$ cat config.mk
export PLATFORM = sky130hd
export DESIGN_NAME = issue_scoreboard
export DESIGN_NICKNAME = d
export VERILOG_FILES = /design/src/rtl/sb_pkg.sv /design/src/rtl/sb_slot_table.sv /design/src/rtl/sb_pending.sv /design/src/rtl/sb_src_check.sv /design/src/rtl/issue_scoreboard.sv
export SDC_FILE = /design/constraint.sdc
export NUM_CORES = 1
export LEC_CHECK = 0
export ABC_AREA = 1
export ABC_CLOCK_PERIOD_IN_PS = 6200
export BUFFER_PORTS_ARGS = -buffer_cell sky130_fd_sc_hd__buf_2
export CAP_MARGIN = 10
export CORE_ASPECT_RATIO = 0.8
export CORE_MARGIN = 8
export CORE_UTILIZATION = 55
export CTS_CLUSTER_SIZE = 24
export DETAILED_ROUTE_END_ITERATION = 7
export PLACE_DENSITY = 0.82
export SYNTH_ARGS = -nofsm -noshare
export SYNTH_HDL_FRONTEND = slang
export SYNTH_SLANG_ARGS = --single-unit
$ cat constraint.sdc
create_clock -name clk -period 6.2 [get_ports clk]
set_clock_uncertainty 0.2 [all_clocks]
set_input_delay 1.24 -clock clk [delete_from_list [all_inputs] [get_ports clk]]
set_output_delay 1.24 -clock clk [all_outputs]
set_load 0.01 [all_outputs]
$ cat src/rtl/sb_pkg.sv
package sb_pkg;

    // Pipe codes seen on the candidate and bypass-unit ports.
    typedef enum logic [1:0] {
        PIPE_ALU = 2'd0,
        PIPE_MEM = 2'd1,
        PIPE_MUL = 2'd2,
        PIPE_VAR = 2'd3
    } pipe_e;

    // Verdict for one source operand.
    typedef struct packed {
        logic  ok;    // source allows issue
        logic  fwd;   // take operand from bypass
        pipe_e unit;  // producing pipe when fwd
    } src_res_t;

    function automatic int max_int(input int a, input int b);
        return (a > b) ? a : b;
    endfunction

endpackage

$ cat src/rtl/sb_slot_table.sv
module sb_slot_table
    import sb_pkg::*;
#(
    parameter int NREG   = 32,
    parameter int DEPTH  = 4,
    parameter int REG_W  = 5,
    parameter int SLOT_W = 3
) (
    input  logic                        clk,
    input  logic                        rst,
    input  logic                        alloc,
    input  logic [REG_W-1:0]            alloc_reg,
    input  logic [SLOT_W-1:0]           alloc_slot,
    input  pipe_e                       alloc_unit,
    output logic [NREG-1:0][DEPTH-1:0]  busy,
    output pipe_e [NREG-1:0]            unit
);

    // One row per register: bit k set means writeback happens k cycles from now.
    for (genvar r = 0; r < NREG; r++) begin : g_row
        if (r == 0) begin : g_zero
            assign busy[r] = '0;
            assign unit[r] = PIPE_ALU;
        end else begin : g_live
            logic             hit;
            logic [DEPTH-1:0] row_q;
            pipe_e            unit_q;

            assign hit = alloc && (alloc_reg == REG_W'(r));

            always_ff @(posedge clk) begin
                if (rst) begin
                    row_q  <= '0;
                    unit_q <= PIPE_ALU;
                end else begin
                    row_q <= (row_q >> 1) | (hit ? (DEPTH'(1) << alloc_slot) : '0);
                    if (hit) begin
                        unit_q <= alloc_unit;
                    end
                end
            end

            assign busy[r] = row_q;
            assign unit[r] = unit_q;
        end
    end

endmodule

$ cat src/rtl/sb_pending.sv
module sb_pending #(
    parameter int NREG  = 32,
    parameter int REG_W = 5
) (
    input  logic              clk,
    input  logic              rst,
    input  logic              set_en,
    input  logic [REG_W-1:0]  set_reg,
    input  logic              clr_en,
    input  logic [REG_W-1:0]  clr_reg,
    output logic [NREG-1:0]   pending
);

    logic [NREG-1:0] set_mask;
    logic [NREG-1:0] clr_mask;
    logic [NREG-1:0] pend_d;

    always_comb begin
        set_mask = '0;
        clr_mask = '0;
        if (set_en) set_mask[set_reg] = 1'b1;
        if (clr_en) clr_mask[clr_reg] = 1'b1;
        set_mask[0] = 1'b0;                 // register 0 is never waited on
        pend_d = (pending & ~clr_mask) | set_mask;
    end

    always_ff @(posedge clk) begin
        if (rst) pending <= '0;
        else     pending <= pend_d;
    end

endmodule

$ cat src/rtl/sb_src_check.sv
module sb_src_check
    import sb_pkg::*;
#(
    parameter int NREG    = 32,
    parameter int DEPTH   = 4,
    parameter int REG_W   = 5,
    parameter int SLOT_W  = 3,
    parameter int BYP_ALU = 1,
    parameter int BYP_MEM = 0,
    parameter int BYP_MUL = 0
) (
    input  logic [REG_W-1:0]            src,
    input  logic [NREG-1:0][DEPTH-1:0]  busy,
    input  pipe_e [NREG-1:0]            unit,
    input  logic [NREG-1:0]             pending,
    output src_res_t                    res
);

    logic [DEPTH-1:0]  row;
    logic [SLOT_W-1:0] remain;
    logic [SLOT_W-1:0] ready_at;
    pipe_e             prod;

    always_comb begin
        row    = busy[src];
        prod   = unit[src];
        remain = '0;
        for (int k = DEPTH - 1; k >= 0; k--) begin
            if (row[k]) remain = SLOT_W'(k);
        end
        unique case (prod)
            PIPE_ALU: ready_at = SLOT_W'(BYP_ALU);
            PIPE_MEM: ready_at = SLOT_W'(BYP_MEM);
            PIPE_MUL: ready_at = SLOT_W'(BYP_MUL);
            default:  ready_at = '0;
        endcase

        res = '{ok: 1'b1, fwd: 1'b0, unit: PIPE_ALU};
        if (src != '0) begin
            if (pending[src]) begin
                res.ok = 1'b0;
            end else if (|row) begin
                if (remain <= ready_at) begin
                    res.fwd  = 1'b1;
                    res.unit = prod;
                end else begin
                    res.ok = 1'b0;
                end
            end
        end
    end

endmodule

$ cat src/rtl/issue_scoreboard.sv
module issue_scoreboard
    import sb_pkg::*;
#(
    parameter int NREG    = 32,
    parameter int LAT_ALU = 2,
    parameter int LAT_MEM = 2,
    parameter int LAT_MUL = 4,
    parameter int BYP_ALU = 1,
    parameter int BYP_MEM = 0,
    parameter int BYP_MUL = 0,
    localparam int REG_W  = $clog2(NREG),
    localparam int DEPTH  = max_int(LAT_MUL, max_int(LAT_ALU, LAT_MEM)),
    localparam int SLOT_W = $clog2(DEPTH + 1)
) (
    input  logic              clk,
    input  logic              rst,
    input  logic              cand_valid,
    input  logic [1:0]        cand_pipe,
    input  logic [REG_W-1:0]  cand_dst,
    input  logic [REG_W-1:0]  cand_src0,
    input  logic [REG_W-1:0]  cand_src1,
    input  logic              done_valid,
    input  logic [REG_W-1:0]  done_reg,
    output logic              issue,
    output logic              src0_fwd,
    output logic [1:0]        src0_unit,
    output logic              src1_fwd,
    output logic [1:0]        src1_unit
);

    pipe_e                      pipe;
    logic                       has_dst;
    logic [SLOT_W-1:0]          lat;
    logic [NREG-1:0][DEPTH-1:0] busy_q;
    pipe_e [NREG-1:0]           unit_q;
    logic [NREG-1:0]            pend_q;
    logic [DEPTH-1:0]           col_any;
    logic                       port_hit;
    logic                       waw_hit;
    logic                       alloc;
    logic                       var_set;
    logic [REG_W-1:0]           src_reg [2];
    src_res_t                   src_res [2];

    assign pipe    = pipe_e'(cand_pipe);
    assign has_dst = (cand_dst != '0);

    always_comb begin
        unique case (pipe)
            PIPE_ALU: lat = SLOT_W'(LAT_ALU);
            PIPE_MEM: lat = SLOT_W'(LAT_MEM);
            PIPE_MUL: lat = SLOT_W'(LAT_MUL);
            default:  lat = '0;
        endcase
    end

    // Which writeback cycles are already booked, over all registers.
    always_comb begin
        col_any = '0;
        for (int k = 0; k < DEPTH; k++) begin
            for (int r = 0; r < NREG; r++) begin
                col_any[k] = col_any[k] | busy_q[r][k];
            end
        end
    end

    always_comb begin
        port_hit = 1'b0;
        for (int k = 0; k < DEPTH; k++) begin
            if (lat == SLOT_W'(k) && col_any[k]) port_hit = 1'b1;
        end
        if (!has_dst || pipe == PIPE_VAR) port_hit = 1'b0;
    end

    assign waw_hit = has_dst && ((|busy_q[cand_dst]) || pend_q[cand_dst]);

    assign src_reg[0] = cand_src0;
    assign src_reg[1] = cand_src1;

    for (genvar i = 0; i < 2; i++) begin : g_src
        sb_src_check #(
            .NREG(NREG), .DEPTH(DEPTH), .REG_W(REG_W), .SLOT_W(SLOT_W),
            .BYP_ALU(BYP_ALU), .BYP_MEM(BYP_MEM), .BYP_MUL(BYP_MUL)
        ) u_src (
            .src     (src_reg[i]),
            .busy    (busy_q),
            .unit    (unit_q),
            .pending (pend_q),
            .res     (src_res[i])
        );
    end

    assign issue = cand_valid && !port_hit && !waw_hit
                   && src_res[0].ok && src_res[1].ok;

    assign alloc   = issue && has_dst && (pipe != PIPE_VAR);
    assign var_set = issue && has_dst && (pipe == PIPE_VAR);

    sb_slot_table #(
        .NREG(NREG), .DEPTH(DEPTH), .REG_W(REG_W), .SLOT_W(SLOT_W)
    ) u_table (
        .clk        (clk),
        .rst        (rst),
        .alloc      (alloc),
        .alloc_reg  (cand_dst),
        .alloc_slot (lat - SLOT_W'(1)),
        .alloc_unit (pipe),
        .busy       (busy_q),
        .unit       (unit_q)
    );

    sb_pending #(
        .NREG(NREG), .REG_W(REG_W)
    ) u_pend (
        .clk     (clk),
        .rst     (rst),
        .set_en  (var_set),
        .set_reg (cand_dst),
        .clr_en  (done_valid),
        .clr_reg (done_reg),
        .pending (pend_q)
    );

    assign src0_fwd  = issue && src_res[0].fwd;
    assign src0_unit = src0_fwd ? src_res[0].unit : 2'd0;
    assign src1_fwd  = issue && src_res[1].fwd;
    assign src1_unit = src1_fwd ? src_res[1].unit : 2'd0;

endmodule

**Yosys cells after proc, flatten, opt, wreduce, memory -nomap -nowiden**

Cells that the tools add are included.

- Memory bits (writable): 0
- Memories kept: 0
- Bits in latches: 0
- Bits in read-only memories: 0
- Input port bits: 26
- Register bits: 218
- Word-level logic and storage cells: 411
- Output and inout port bits: 7

- Reduce and logical (&&, ||, !) cells: 63
- Shift-type cells: 1
- Equal/unequal tests: 38
- Divide/modulo/power cells: 0
- Magnitude comparators: 8
- Bitwise logic cells: 154
- Multiplexer cells: 83
- Add/sub/neg operators: 1
- Multipliers: 0

Operator list:

| operator | number |
|---|---|
| $mux 4 | 38 |
| $or 3x4->4 | 31 |
| $or 1x1->1 | 120 |
| $eq 5x5->1 const B | 16 |
| $mux 32 | 2 |
| $bmux 4 s5 | 3 |
| $logic_and 1x1->1 | 47 |
| $eq 5x4->1 const B | 8 |
| $and 32x32->32 | 1 |
| $not 32->32 | 1 |
| $or 32x32->32 | 1 |
| $lt 5x6->1 const B | 4 |
| $mux 2 | 12 |
| $bmux 2 s5 | 2 |
| $eq 5x3->1 const B | 4 |
| $mux 1 | 16 |
| $bmux 1 s5 | 3 |
| $reduce_bool 5->1 | 3 |
| $mux 3 | 4 |
| $reduce_or 4->1 | 3 |
| $demux 1 s5 | 2 |
| $eq 5x2->1 const B | 2 |
| $ge 5x1->1 const B | 2 |
| $eq 3x2->1 const B | 2 |
| other kinds (14) | 21 |

**Longest topological paths before layout**

Gate-level depths: netlist of the first run.

- Depth in word-level cells: 46
- Gate-level depth with buffers: 27
- Depth with buffers taken out: 24

**Cells and area by module**

A second synthesis of the first run with hierarchy kept.

- Cell total of the unflattened synthesis: 2459
- Area total of the unflattened synthesis: 14385.0 µm²

By module, submodules not included:

| module | times used | area an instance (µm²) | seq. area each (µm²) | cells an instance |
|---|---|---|---|---|
| sb_slot_table | 1 | 7019.2 | 3723.6 | 914 |
| sb_src_check | 2 | 2308.5 | 0.0 | 517 |
| sb_pending | 1 | 1408.9 | 640.6 | 203 |
| issue_scoreboard | 1 | 1340.0 | 0.0 | 308 |

**Least setup slack after synthesis of the first run**

No wires, ideal clock.

- Path type: input port to output port
- Start point: input cand_src0[0]
- End point: output src1_unit[0]
- Required time: 4.760 ns
- Setup slack: 0.838 ns
- Cell stages on the path: 20
- Arrival time: 3.922 ns
- Path buffers: 5
- Cell sequence: buf_4 buf_6 buf_2 buf_1 clkbuf_1 o21ai_0 o21ai_0 o21ai_0 o21ai_0 o21ai_0 and2_1 ha_1 nor2_1 nor2_1 nand2_1 nand3_1 nand3_2 inv_1 nand4_1 nor2_1

- Cells in the longest elaborated chain, start to end: 15
- Elaborated cells on any way between the ends: 23
- Those cells by class: order compare (1); mux (16); reduce/logical (6)

RTL lines:

| item | line | source |
|---|---|---|
| start: declaration | issue_scoreboard.sv:20 | `input logic [REG_W-1:0] cand_src0,` |
| $bmux 4 s5 | sb_src_check.sv:25 | `row = busy[src];` |
| $mux 4 (not written as such) | sb_src_check.sv:25 |  |
| $mux 2 (4 in series) | sb_src_check.sv:29 | `if (row[k]) remain = SLOT_W'(k);` |
| $le 2x1->1 | sb_src_check.sv:43 | `if (remain <= ready_at) begin` |
| $mux 1 | sb_src_check.sv:43 |  |
| $mux 4 | sb_src_check.sv:42 | `end else if (\|row) begin` |
| $mux 1 | sb_src_check.sv:40 | `if (pending[src]) begin` |
| $mux 4 (*) | sb_src_check.sv:39 | `if (src != '0) begin` |
| $logic_and 1x1->1 (*) (2 in series) | issue_scoreboard.sv:94 | `&& src_res[0].ok && src_res[1].ok;` |
| named net issue | issue_scoreboard.sv:24 | `output logic issue,` |
| $logic_and 1x1->1 (*) | issue_scoreboard.sv:126 | `assign src1_fwd = issue && src_res[1].fwd;` |
| $mux 2 (*) | issue_scoreboard.sv:127 | `assign src1_unit = src1_fwd ? src_res[1].unit : 2'd0;` |
| end: declaration | issue_scoreboard.sv:28 | `output logic [1:0] src1_unit` |

The timed path passes the listed nets; every way through them passes the cells marked *. The select of a mux whose other input is x is not followed.

**Worst setup path in the final report of the first run**

- Start point: input cand_src0[0]
- End point: output src1_unit[0]

- Cells in the longest elaborated chain, start to end: 15
- Elaborated cells on any way between the ends: 23
- Those cells by class: order compare (1); mux (16); reduce/logical (6)

RTL lines:

| item | line |
|---|---|
| $bmux 4 s5 | sb_src_check.sv:25 |
| $mux 4 (not written as such) | sb_src_check.sv:25 |
| $mux 2 (4 in series) | sb_src_check.sv:29 |
| $le 2x1->1 | sb_src_check.sv:43 |
| $mux 1 | sb_src_check.sv:43 |
| $mux 4 | sb_src_check.sv:42 |
| $mux 1 | sb_src_check.sv:40 |
| $mux 4 (*) | sb_src_check.sv:39 |
| $logic_and 1x1->1 (*) (2 in series) | issue_scoreboard.sv:94 |
| $logic_and 1x1->1 (*) | issue_scoreboard.sv:126 |
| $mux 2 (*) | issue_scoreboard.sv:127 |

Mark *: on every way between the ends. The rest lies on a longest branch, timed or not. The select of a mux whose other input is x is not followed.

==> out/qor.txt, run 1 <==
Core Footprint -> 25,000 um^2
hold slack -> 0.255 ns
drt pass-1 iters -> 8
Area growth syn-to-layout -> 8.26%
Crit path arrival time -> 4.48 ns
Ys Warns -> 0
EDFF count, synth -> 0
Max Buffers Root-to-Sink -> 3
Detailed Route WL -> 60.4 mm
cell taking the most area after synthesis -> dfxtp_1
Peak Freq -> 0.169 GHz
CP Capture Type -> output pin
Seq cells post-synth -> 218
FILL cells -> 2,451
measured slew at the worst slew-check pin -> 1.21 ns
Area after DPL -> 14,300 um^2
# H-tree levels -> 1
pre-CTS setup slack -> 0.434 ns
Setup-failing EPs final -> 0
I/O pins -> 33
CTS sink cnt -> 218
Cell Area, Synth -> 13,900 um^2
Min-Delay Path Class -> flop to flop
post-route design area -> 15,100 um^2
CP Max Fanout -> 35
PwrDens -> 226 nW/um^2
CTS clk-pin slew, worst paths -> 0.06 ns
Final ANT Viol Nets -> 0
WL/cell -> 22.8 um
Starting Density -> 55.5%
most frequent cells in the layout -> nand2_1 (650), nand3_1 (293), nor2_1 (286), inv_1 (273), dfxtp_1 (218)
CP required -> 4.76 ns
setup tns final -> 0 ns
Die W -> 194 um
share of cells above drive strength 1 -> 8.03%
relative slew slack -> 19.4%
Std-Cell Rows -> 52
Yosys top cell area share -> 31.4%
Cell variety after synth -> 40
DP HPWL -> 42.7 mm
CTS tree -> done
Pins Over Slew Limit -> 0
Avg Cell Area, Syn -> 5.95 um^2
Hold Buf Count CTS -> 0
number of setup buffers added after CTS -> 0
final hold violation count -> 0
total CTS buffers -> 24
vias in the first global route -> 14,800
global-route wire length before repair -> 90.2 mm
outcome -> finished with violations
post-CTS resize count -> 0
MaxCap Viol Count -> 0
WS Path Type -> input pin to output pin
Tot Pwr -> 3.40 mW
Synth Instances -> 2,338
final worst slack -> 0.282 ns
Post-synth ARST share -> 0%
Seq/Total Area, Yosys -> 31.4%
ys flop type -> dfxtp_1
initial antenna violation count -> 2
RSZ-0062 raised after global routing -> false
final period utilization -> 95.4%
DR DRC count -> 1
DRT iter0 DRCs -> 2,568
top cells by area, synth -> dfxtp_1 (31%), nand2_1 (18%), nand3_1 (11%)
height of the chip -> 158 um
CP Launch Type -> input pin
min Tclk post-route -> 5.92 ns
commonest non-fill, non-tap cell in the layout -> nand2_1
Total GRT Usage -> 38.4%
gpl congestion -> 1.05
Antenna Cells -> 0
Synthesized Nets -> 2,366
violated checks -> design-rule violations
Via Count -> 16,200
via/cell ratio -> 6.12
Nets -> 2,343
root buf cell -> clkbuf_16
total congestion overflow -> 0
Leakage -> 6.49 nW
# port buffers -> 32
Max VDD drop -> 211 uV
largest net degree at the start of global routing -> 97
Clk Latency, worst-skew pair -> 0.55 ns
die area -> 30,700 um^2
power by group:
part	internal [mW]	leakage [nW]	switching (mW)
combinational	0.128	4.36	0.392
clock	0.850	0.377	0.624
sequential	1.40	1.75	0.00225
critical path: stages:
cell and delay (ns):
buf_4 0.22, buf_4 0.39, a21oi_1 0.11, o21ai_0 0.08
o21ai_0 0.10, o211ai_1 0.36, a21oi_1 0.24, a211oi_1 0.47
and2_1 0.20, ha_1 0.14, nor2_1 0.04, nor2_1 0.09
nand2_1 0.08, nand3_1 0.10, nand3_2 0.08, inv_1 0.10
nand4_1 0.13, nor2_1 0.13, buf_2 0.14
per-layer routing:
layer | GRT usage (%) | share of wire (%)
met5 | 0 | 0.035
met4 | 20.1 | 5.6
met3 | 9.26 | 13
met2 | 58.5 | 41
met1 | 50.0 | 40
metrics by stage:
step	utilization (%)	std cells
floorplan	-	2338
global placement	57.0	2613
detailed placement	57.0	2613
CTS	60.1	2652
global route	60.1	2652
finish	60.1	2652
kinds of logic (layout without fill, tap and decap cells):
logic type	Yosys count	count (layout)	synth area share, %
compound gates	353	353	13.3
fa+ha+maj	2	2	0.180
flops	218	218	31.4
simple gates	1330	1330	41.5
buf+inv	435	425	13.6
cell type report:
type / instances / area, um^2 / area share [%]
clock buffers: 34 / 688 / 4.57
well taps: 324 / 405 / 2.69
clock inverters: 5 / 88.8 / 0.590
multi-input cells: 1685 / 7660 / 50.9
flip-flops and latches: 218 / 4360 / 29.0
repair buffers: 98 / 763 / 5.07
inverters: 288 / 1090 / 7.21
cells in the mapped netlist (3+ instances only):
library cell,instances
a21oi_1,158
buf_1,24
buf_12,3
buf_2,43
buf_4,16
buf_6,11
clkbuf_1,48
clkinv_1,4
dfxtp_1,218
inv_1,273
inv_2,9
nand2_1,652
nand3_1,293
nand4_1,37
nand4_2,29
nor2_1,287
nor2_2,4
nor3_1,14
nor4_1,7
o211ai_1,8
o21ai_0,152
o21ai_1,15
o22ai_1,5
o31ai_1,3
path summary, 6_finish.rpt:
kind | from | to | slack, ns | cells after the start
max | cand_src0[0] | src1_unit[0] | 0.28 | 19
min | u_table.g_row[29].g_live.row_q[1] | u_table.g_row[29].g_live.row_q[0] | 0.26 | 2
max reg2reg | u_table.g_row[25].g_live.unit_q[1] | u_table.g_row[5].g_live.unit_q[0] | 2.26 | 20
min reg2reg | u_table.g_row[29].g_live.row_q[1] | u_table.g_row[29].g_live.row_q[0] | 0.26 | 2
flip-flops by register name, indices dropped and copies added, names as in the netlist:
name                         cells
u_table.g_row.g_live.row_q     124
u_table.g_row.g_live.unit_q     62
u_pend.pending                  32
(Power assumes the default switching activity.)
==> run 2: changes to the inputs <==
--- a/config.mk
+++ b/config.mk
@@ -14,7 +14,9 @@
 export CORE_UTILIZATION = 55
 export CTS_CLUSTER_SIZE = 24
 export DETAILED_ROUTE_END_ITERATION = 7
+export GPL_ROUTABILITY_DRIVEN = 1
 export PLACE_DENSITY = 0.82
+export REMOVE_ABC_BUFFERS = 1
 export SYNTH_ARGS = -nofsm -noshare
 export SYNTH_HDL_FRONTEND = slang
 export SYNTH_SLANG_ARGS = --single-unit
==> out/qor.txt, run 2 (synthesized netlist as in run 1, its figures left out) <==
outcome -> finished, final reports clean (was finished with violations)
Hold Buf Count CTS -> 0 (unchanged)
most frequent cells in the layout -> nand2_1 (651), nand3_1 (293), nor2_1 (287), inv_1 (273), dfxtp_1 (218) (was nand2_1 (650), nand3_1 (293), nor2_1 (286), inv_1 (273), dfxtp_1 (218))
DP HPWL -> 44.6 mm (was 42.7 mm)
max reg flops -> 124 (unchanged)
CP required -> 4.76 ns (about the same)
Clk Latency, worst-skew pair -> 0.55 ns (about the same)
hold slack -> 0.263 ns (was 0.255 ns)
vias in the first global route -> 14,400 (was 14,800)
Nets -> 2,345 (was 2,343)
relative slew slack -> 26.8% (was 19.4%)
final hold violation count -> 0 (unchanged)
Starting Density -> 55.5% (unchanged)
Multi-input gate area -> 7660 um^2 (about the same)
Min-Delay Path Class -> flop to flop (unchanged)
commonest non-fill, non-tap cell in the layout -> nand2_1 (unchanged)
CP Capture Type -> output pin (unchanged)
routed wl met3 -> 11.0 mm (was 7.93 mm)
Tot Pwr -> 3.44 mW (was 3.40 mW)
CP Launch Type -> input pin (unchanged)
FILL cells -> 2,443 (was 2,451)
largest net degree at the start of global routing -> 84 (was 97)
Peak Freq -> 0.166 GHz (was 0.169 GHz)
Via Count -> 16,400 (was 16,200)
CP Max Fanout -> 14 (was 35)
DRT iter0 DRCs -> 2,675 (was 2,568)
Crit path arrival time -> 4.60 ns (was 4.48 ns)
WHS Path Cells -> 2 (unchanged)
global-route wire length before repair -> 90.6 mm (was 90.2 mm)
Biggest register -> u_table.g_row.g_live.row_q (unchanged)
pre-CTS setup slack -> 0.393 ns (was 0.434 ns)
I/O pins -> 33 (unchanged)
cells on worst reg2reg path -> 21 (was 20)
root buf cell -> clkbuf_16 (unchanged)
placed cells -> 2,615 (was 2,613)
largest registers -> u_table.g_row.g_live.row_q: 124 flops, u_table.g_row.g_live.unit_q: 62 flops, u_pend.pending: 32 flops (unchanged)
MaxCap Viol Count -> 0 (unchanged)
CTS clk-pin slew, worst paths -> 0.06 ns (about the same)
post-route design area -> 15,100 um^2 (about the same)
PwrDens -> 228 nW/um^2 (was 226 nW/um^2)
# port buffers -> 32 (unchanged)
Leakage -> 6.52 nW (was 6.49 nW)
measured slew at the worst slew-check pin -> 1.10 ns (was 1.21 ns)
CTS sink cnt -> 218 (unchanged)
Detailed Route WL -> 61.5 mm (was 60.4 mm)
metal1 wirelength -> 25.0 mm (was 24.1 mm)
gpl congestion -> 1.08 (was 1.05)
CTS tree -> done (unchanged)
die area -> 30,700 um^2 (unchanged)
met2 WL post-DR -> 23.1 mm (was 24.9 mm)
share of cells above drive strength 1 -> 8.14% (was 8.03%)
Final ANT Viol Nets -> 0 (unchanged)
Final Core Density -> 60.3% (was 60.1%)
flip-flop and latch area -> 4360 um^2 (unchanged)
Setup-failing EPs final -> 0 (unchanged)
Std-Cell Rows -> 52 (unchanged)
setup tns final -> 0 ns (unchanged)
DR DRC count -> 0 (was 1)
Core Footprint -> 25,000 um^2 (unchanged)
post-CTS resize count -> 0 (unchanged)
Max VDD drop -> 203 uV (was 211 uV)
Max Buffers Root-to-Sink -> 3 (unchanged)
final std cells w/o fill -> 2,660 (was 2,652)
RSZ-0062 raised after global routing -> false (unchanged)
min Tclk post-route -> 6.04 ns (was 5.92 ns)
Area growth syn-to-layout -> 8.54% (was 8.26%)
final worst slack -> 0.162 ns (was 0.282 ns)
Area after DPL -> 14,300 um^2 (about the same)
initial antenna violation count -> 4 (was 2)
final period utilization -> 97.4% (was 95.4%)
# H-tree levels -> 1 (unchanged)
Total GRT Usage -> 39.0% (was 38.4%)
total CTS buffers -> 24 (unchanged)
number of setup buffers added after CTS -> 0 (unchanged)
WL/cell -> 23.1 um (was 22.8 um)
Die W -> 194 um (unchanged)
drt pass-1 iters -> 6 (was 8)
Pins Over Slew Limit -> 0 (unchanged)
height of the chip -> 158 um (unchanged)
via/cell ratio -> 6.15 (was 6.12)
total congestion overflow -> 0 (unchanged)
Max Used Layer -> met5 (unchanged)
WS Path Type -> input pin to output pin (unchanged)
-- run 2: cell types whose count changed in the layout (fill, tap and decap cells not counted) --
cell       previous run  this run
nor2_1              286       287
buf_12                8         6
nand2_1             650       651
nand2_2               1         0
buf_4                61        65
clkbuf_1              5         7
clkinv_2              1         2
nor2_2                5         4
clkinv_4              0         1
bufinv_16             2         3
diode_2               0         1
-- run 2: cell type report --
type,count,area share [%]
Clock buffer,36,4.61
Tap cell,324,2.69
Clock inverter,8,0.878
Inverter,288,7.19
Timing Repair Buffer,100,4.99
Antenna cell,1,0.0166
Multi-Input combinational cell,1685,50.7
Sequential cell,218,28.9
-- run 2: where the power goes --
part,internal (mW),switching (mW),total (mW)
sequential,1.40,0.00249,1.41
combinational,0.127,0.375,0.502
clock,0.902,0.631,1.53
total,2.43,1.01,3.44
-- run 2: metal layers --
layer,GRT usage [%],vias up
met3,17.6,191
met2,53.2,1317
met5,0,-
met4,12.5,8
li1,-,7463
met1,53.3,7379
-- run 2: critical path, stage by stage --
cell and delay (ns):
buf_2 0.23, inv_2 0.29, nand2_1 0.31, a21oi_1 0.21
o21ai_1 0.11, nand3_1 0.22, nand3_1 0.10, nand2_1 0.09
a21oi_1 0.06, or2_2 0.28, ha_1 0.27, nor2_1 0.04
nor2_1 0.10, nand2_1 0.07, nand3_1 0.10, nand3_2 0.10
inv_1 0.10, nand4_1 0.28, nor2_1 0.22, buf_2 0.16
-- run 2: worst paths after layout --
check,from,to,slack [ns]
worst max-delay path,cand_src0[2],src1_unit[0],0.16
worst max register to register,u_table.g_row[6].g_live.row_q[3],u_table.g_row[6].g_live.unit_q[1],2.24
worst min-delay path,u_table.g_row[24].g_live.row_q[1],u_table.g_row[24].g_live.row_q[0],0.26
worst min register to register,u_table.g_row[24].g_live.row_q[1],u_table.g_row[24].g_live.row_q[0],0.26
